File: src/rtl/cellfetch_pkg.sv
package cellfetch_pkg;

    localparam int CELL_PIX   = 8;
    localparam int SLOT_W     = $clog2(CELL_PIX);
    localparam int ROW_W      = 4;
    localparam int CODE_W     = 8;
    localparam int CODE_SLOT  = 0;
    localparam int GLYPH_SLOT = CELL_PIX / 2;

    typedef enum logic [1:0] {
        FETCH_NONE  = 2'd0,
        FETCH_CODE  = 2'd1,
        FETCH_GLYPH = 2'd2
    } fetch_kind_e;

    typedef enum logic {
        MODE_TEXT   = 1'b0,
        MODE_BITMAP = 1'b1
    } disp_mode_e;

    typedef struct packed {
        logic code_pend;
        logic glyph_pend;
    } fetch_pend_t;

    function automatic logic [ROW_W-1:0] row_select(input disp_mode_e m,
                                                    input logic [ROW_W-1:0] line);
        return (m == MODE_BITMAP) ? '0 : line;
    endfunction

endpackage

File: src/rtl/cellfetch_slot_timer.sv
module cellfetch_slot_timer
    import cellfetch_pkg::*;
(
    input  logic        clk,
    input  logic        rst,
    input  logic        active,
    input  logic        dot_en,
    output fetch_kind_e kind,
    output logic        boundary
);
    logic [SLOT_W-1:0] slot_q;
    logic              step;

    assign step = active & dot_en;

    always_ff @(posedge clk) begin
        if (rst || !active)
            slot_q <= '0;
        else if (dot_en)
            slot_q <= slot_q + 1'b1;
    end

    always_comb begin
        kind = FETCH_NONE;
        if (step && slot_q == SLOT_W'(CODE_SLOT))
            kind = FETCH_CODE;
        else if (step && slot_q == SLOT_W'(GLYPH_SLOT))
            kind = FETCH_GLYPH;
    end

    assign boundary = step && (slot_q == SLOT_W'(CELL_PIX - 1));

endmodule

File: src/rtl/cellfetch_addr_gen.sv
module cellfetch_addr_gen
    import cellfetch_pkg::*;
#(
    parameter int                ADDR_W   = 16,
    parameter logic [ADDR_W-13:0] TXT_BASE = 'h8,
    parameter logic [ADDR_W-13:0] BMP_BASE = 'hC
) (
    input  logic              clk,
    input  logic              rst,
    input  logic              frame_start,
    input  logic              mode_in,
    input  fetch_kind_e       kind,
    input  logic [ADDR_W-1:0] cell_addr,
    input  logic [ROW_W-1:0]  scanline,
    input  logic [7:0]        mem_rdata,
    output logic [ADDR_W-1:0] mem_addr,
    output logic              mem_rd,
    output logic [7:0]        glyph_byte,
    output disp_mode_e        mode_q
);
    localparam int BASE_W = ADDR_W - CODE_W - ROW_W;

    fetch_pend_t           pend_q;
    logic [CODE_W-1:0]     code_q;
    logic [7:0]            glyph_q;
    logic [BASE_W-1:0]     base;
    logic [ADDR_W-1:0]     glyph_addr;

    always_ff @(posedge clk) begin
        if (rst) begin
            mode_q  <= MODE_TEXT;
            pend_q  <= '0;
            code_q  <= '0;
            glyph_q <= '0;
        end else begin
            if (frame_start)
                mode_q <= disp_mode_e'(mode_in);
            pend_q.code_pend  <= (kind == FETCH_CODE);
            pend_q.glyph_pend <= (kind == FETCH_GLYPH);
            if (pend_q.code_pend)
                code_q <= mem_rdata;
            if (pend_q.glyph_pend)
                glyph_q <= mem_rdata;
        end
    end

    always_comb begin
        base       = (mode_q == MODE_BITMAP) ? BMP_BASE : TXT_BASE;
        glyph_addr = {base, code_q, row_select(mode_q, scanline)};
        mem_rd     = (kind != FETCH_NONE);
        mem_addr   = (kind == FETCH_GLYPH) ? glyph_addr : cell_addr;
    end

    assign glyph_byte = glyph_q;

endmodule

File: src/rtl/cellfetch_shifter.sv
module cellfetch_shifter
    import cellfetch_pkg::*;
(
    input  logic       clk,
    input  logic       rst,
    input  logic       active,
    input  logic       dot_en,
    input  logic       boundary,
    input  logic [7:0] load_byte,
    output logic       pixel
);
    logic [CELL_PIX-1:0] sh_q;

    always_ff @(posedge clk) begin
        if (rst || !active)
            sh_q <= '0;
        else if (boundary)
            sh_q <= load_byte;
        else if (dot_en)
            sh_q <= {sh_q[CELL_PIX-2:0], 1'b0};
    end

    assign pixel = sh_q[CELL_PIX-1];

endmodule

File: src/rtl/cellfetch_seq.sv
module cellfetch_seq
    import cellfetch_pkg::*;
#(
    parameter int                ADDR_W   = 16,
    parameter logic [ADDR_W-13:0] TXT_BASE = 'h8,
    parameter logic [ADDR_W-13:0] BMP_BASE = 'hC
) (
    input  logic              clk,
    input  logic              rst,
    input  logic              active,
    input  logic              dot_en,
    input  logic              frame_start,
    input  logic              mode_in,
    input  logic [ADDR_W-1:0] cell_addr,
    input  logic [3:0]        scanline,
    input  logic [7:0]        mem_rdata,
    output logic [ADDR_W-1:0] mem_addr,
    output logic              mem_rd,
    output logic              pixel
);
    fetch_kind_e kind;
    logic        boundary;
    logic [7:0]  glyph_byte;
    disp_mode_e  mode_q;

    cellfetch_slot_timer u_slot (
        .clk      (clk),
        .rst      (rst),
        .active   (active),
        .dot_en   (dot_en),
        .kind     (kind),
        .boundary (boundary)
    );

    cellfetch_addr_gen #(
        .ADDR_W   (ADDR_W),
        .TXT_BASE (TXT_BASE),
        .BMP_BASE (BMP_BASE)
    ) u_addr (
        .clk         (clk),
        .rst         (rst),
        .frame_start (frame_start),
        .mode_in     (mode_in),
        .kind        (kind),
        .cell_addr   (cell_addr),
        .scanline    (scanline),
        .mem_rdata   (mem_rdata),
        .mem_addr    (mem_addr),
        .mem_rd      (mem_rd),
        .glyph_byte  (glyph_byte),
        .mode_q      (mode_q)
    );

    cellfetch_shifter u_shift (
        .clk       (clk),
        .rst       (rst),
        .active    (active),
        .dot_en    (dot_en),
        .boundary  (boundary),
        .load_byte (glyph_byte),
        .pixel     (pixel)
    );

endmodule

File: config.mk
export PLATFORM = sky130hd
export DESIGN_NAME = cellfetch_seq
export DESIGN_NICKNAME = d
export VERILOG_FILES = /design/src/rtl/cellfetch_pkg.sv /design/src/rtl/cellfetch_slot_timer.sv /design/src/rtl/cellfetch_addr_gen.sv /design/src/rtl/cellfetch_shifter.sv /design/src/rtl/cellfetch_seq.sv
export SDC_FILE = /design/constraint.sdc
export NUM_CORES = 1
export LEC_CHECK = 0
export CAP_MARGIN = 15
export CORE_ASPECT_RATIO = 0.7
export CORE_UTILIZATION = 40
export CTS_CLUSTER_DIAMETER = 120
export DETAILED_ROUTE_END_ITERATION = 10
export GPL_TIMING_DRIVEN = 0
export HOLD_SLACK_MARGIN = 0.12
export PLACE_DENSITY_LB_ADDON = 0.08
export SLEW_MARGIN = 20
export SYNTH_ARGS = -nofsm -noshare
export SYNTH_HDL_FRONTEND = slang
export SYNTH_SLANG_ARGS = --single-unit
File: constraint.sdc
create_clock -name clk -period 4.35 [get_ports clk]
set_input_delay 0.435 -clock clk [delete_from_list [all_inputs] [get_ports clk]]
set_output_delay 0.435 -clock clk [all_outputs]
set_load 0.05 [all_outputs]
==> flow_metrics.py <==
metrics = {
    "outcome": {
        "outcome": "completed",
    },
    "placed_design": {
        "place_area_sq_um": 2020,
        "gp_congestion": 0.760,
        "dpl.hpwl_microns": 2430,
        "io_buffers": 50,
    },
    "clock_network": {
        "cts_max_level": 2,
        "cts_hold_buf": 0,
        "clock_latency_ns": 0.27,
        "post_cts_buffers": 0,
        "cts_num_sinks": 30,
        "clk_pin_slew_ns": 0.06,
        "cts_buffers": 5,
        "cts_tree": "built",
        "max-clock-path-buffers": 2,
        "cts-root-buf": "clkbuf_8",
        "cts_resized": 0,
    },
    "logic_synthesis": {
        "synth_top_area_share_pct": 41.2,
        "ys_types": 21,
        "synthesis.area_sq_um": 1460,
        "synth_nets": 179,
        "synth_area_leaders": "dfxtp_1, mux2i_1, nor2_1",
        "yosys_warnings": 0,
        "syn_inst": 142,
        "avgSynthCellArea_sq_um": 10.3,
        "yosysTopAreaCell": "dfxtp_1",
        "yosysSeqAreaShare_pct": 41.2,
        "synth-seq-cells": 30,
    },
    "floorplan": {
        "placementRows": 17,
        "die_y_microns": 52.5,
        "die_w_microns": 74.1,
        "pin_count": 52,
        "dieArea_sq_um": 3890,
        "core-area_sq_um": 3300,
        "initial_core_util_pct": 44.2,
    },
    "sta": {
        "grt_setup_unrepaired": "no",
        "final-setup-viol-count": 0,
        "slew_headroom_pct": 66.2,
        "hold_viol_final": 0,
        "slew_viol_final": 0,
        "fin_crit_ns": 2.80,
        "skew_ns": 0.00419,
        "max_freq_mhz": 357,
        "setup_tns_ns": 0,
        "tightest_slew_ns": 0.506,
        "fin_crit_sh_pct": 64.3,
    },
    "power": {
        "combPwrFrac_pct": 18.1,
        "power.leakage_nw": 0.822,
        "seqPwrFrac_pct": 43.1,
        "ir_drop_uv": 166,
        "intPower_w": 0.000500,
        "power.switching_w": 0.000160,
        "p_clk_share_pct": 38.8,
        "p_per_area_nw_per_um2": 311,
        "switching_share_pct": 24.2,
    },
    "finish": {
        "final_layout_size_suffix_gt1_share_pct": 18.5,
        "area_delta_synth_final_pct": 46.0,
        "mostFrequentLayoutCell": "clkdlybuf4s50_1",
        "stdcell_area_sq_um": 2130,
        "nNetsFinal": 236,
        "layout_common_cells": "clkdlybuf4s50_1, dfxtp_1, nor2_1",
        "diodes": 0,
    },
    "critical_path": {
        "cp_slowest_cell": "clkdlybuf4s50_1",
        "crit_required_ns": 3.91,
        "critical_path.cell_chain": "clkdlybuf4s50_1, nand4_4, buf_6, mux2_4, clkdlybuf4s50_1",
        "cpPeakStageDelay_ns": 0.70,
        "cp.arrival_ns": 2.36,
        "critPathMostFrequentCell": "clkdlybuf4s50_1",
        "critical_path_class": "in2out",
        "end_kind": "primary output",
        "cp_max_fo": 10,
        "worst-path-buf-inv": 3,
        "worstSetupStartpointType": "input port",
        "critical-path-top-delay-family": "buffers and inverters",
    },
    "grt": {
        "grt_overflow": 0,
        "grt_pass1_vias": 1238,
        "grt_first_pass_wirelength_microns": 5330,
        "antenna_found_initial": 0,
        "track_usage_pct": 18.8,
        "grt_max_degree": 11,
    },
    "drt": {
        "drc": 0,
        "avgRoutedWirePerCell_microns": 12.8,
        "vias": 1204,
        "drtPass1Iterations": 4,
        "avgViaCountPerCell": 4.87,
        "routed_wl_microns": 3160,
        "ant_nets": 0,
        "drt_iter0_drc": 34,
    },
    "flow_run": {
        "maxCapViolations": 0,
    },
    "min_path": {
        "hold_class": "in2reg",
    },
}
metal layers:
metal | up-vias | GRT usage, % | part of all wire (%)
met3 | 5 | 8.46 | 6.4
met4 | 0 | 4.81 | 0.66
li1 | 607 | - | -
met2 | 34 | 30.8 | 45
met1 | 558 | 22.3 | 48
met5 | - | 0 | 0
cell usage after synthesis, drive strengths merged:
cell type  instances
nor2              28
buf                8
a21bo              7
ha                 3
a311oi             7
nor3b              1
nand4              1
nand2b             3
xnor2              1
nor2b              4
a21oi              1
mux2i             19
dfxtp             30
mux2              13
clkbuf             3
inv                2
and3               1
and2               2
nand3              8
final timing paths:
kind / startpoint / to / slack [ns] / depth (start not counted)
setup / recovery: dot_en / mem_addr[9] / 1.55 / 5
hold / removal: active / u_shift.sh_q[5] / 0.47 / 3
setup reg to reg: u_slot.slot_q[0] / u_shift.sh_q[7] / 2.79 / 5
hold reg to reg: u_shift.sh_q[1] / u_shift.sh_q[1] / 0.49 / 2
cells by family (layout without fill, tap and decap cells):
kind of cell	after synthesis	after routing	synth area share, %
and+or+nand+nor	48	48	16.2
muxes	32	32	24.7
DFF	30	30	41.2
AOI/OAI and AO/OA	15	15	9.36
buffers and inverters	13	71	5.33
adders and majority gates	3	3	2.58
xor gates and xnor gates	1	1	0.601
sequential cells by signal, summed over array words and instances (netlist names):
name / flops
u_addr.code_q: 8
u_addr.glyph_byte: 8
u_shift.sh_q: 8
u_slot.slot_q: 3
u_addr.pend_q: 2
u_addr.mode_q: 1
area by class of cell:
type | count | area, sq um
Fill cell | 275 | 1170
Buffer | 11 | 70.1
Timing Repair Buffer | 50 | 500
Clock buffer | 8 | 110
Sequential cell | 30 | 601
Inverter | 2 | 7.51
Tap cell | 47 | 58.8
Multi-Input combinational cell | 99 | 778
metrics by stage:
stage	hold WS, ns	setup WS [ns]	util, %	total power [W]	instances
after floorplan	0.440	2.56	-	0.000357	142
after global placement	0.453	1.56	61.1	0.000409	239
after detailed placement	0.460	1.53	61.1	0.000410	239
after CTS	0.450	1.53	64.5	0.000669	247
after global routing	0.483	1.47	64.5	0.000693	247
final	0.467	1.55	64.5	0.000660	247
power by group through the flow:
stage / combinational, W / sequential, W / clock, W
after floorplan: 0.0000665 / 0.000291 / 0
after global placement: 0.000118 / 0.000290 / 0
after detailed placement: 0.000120 / 0.000291 / 0
after CTS: 0.000120 / 0.000285 / 0.000264
after global routing: 0.000127 / 0.000285 / 0.000280
final: 0.000119 / 0.000285 / 0.000256
worst register-to-register path: stages (launching register included):
cell	delay [ns]
dfxtp_1	0.34
ha_1	0.20
ha_1	0.26
buf_2	0.21
a21bo_2	0.20
a311oi_1	0.26
(Power assumes the default switching activity.)
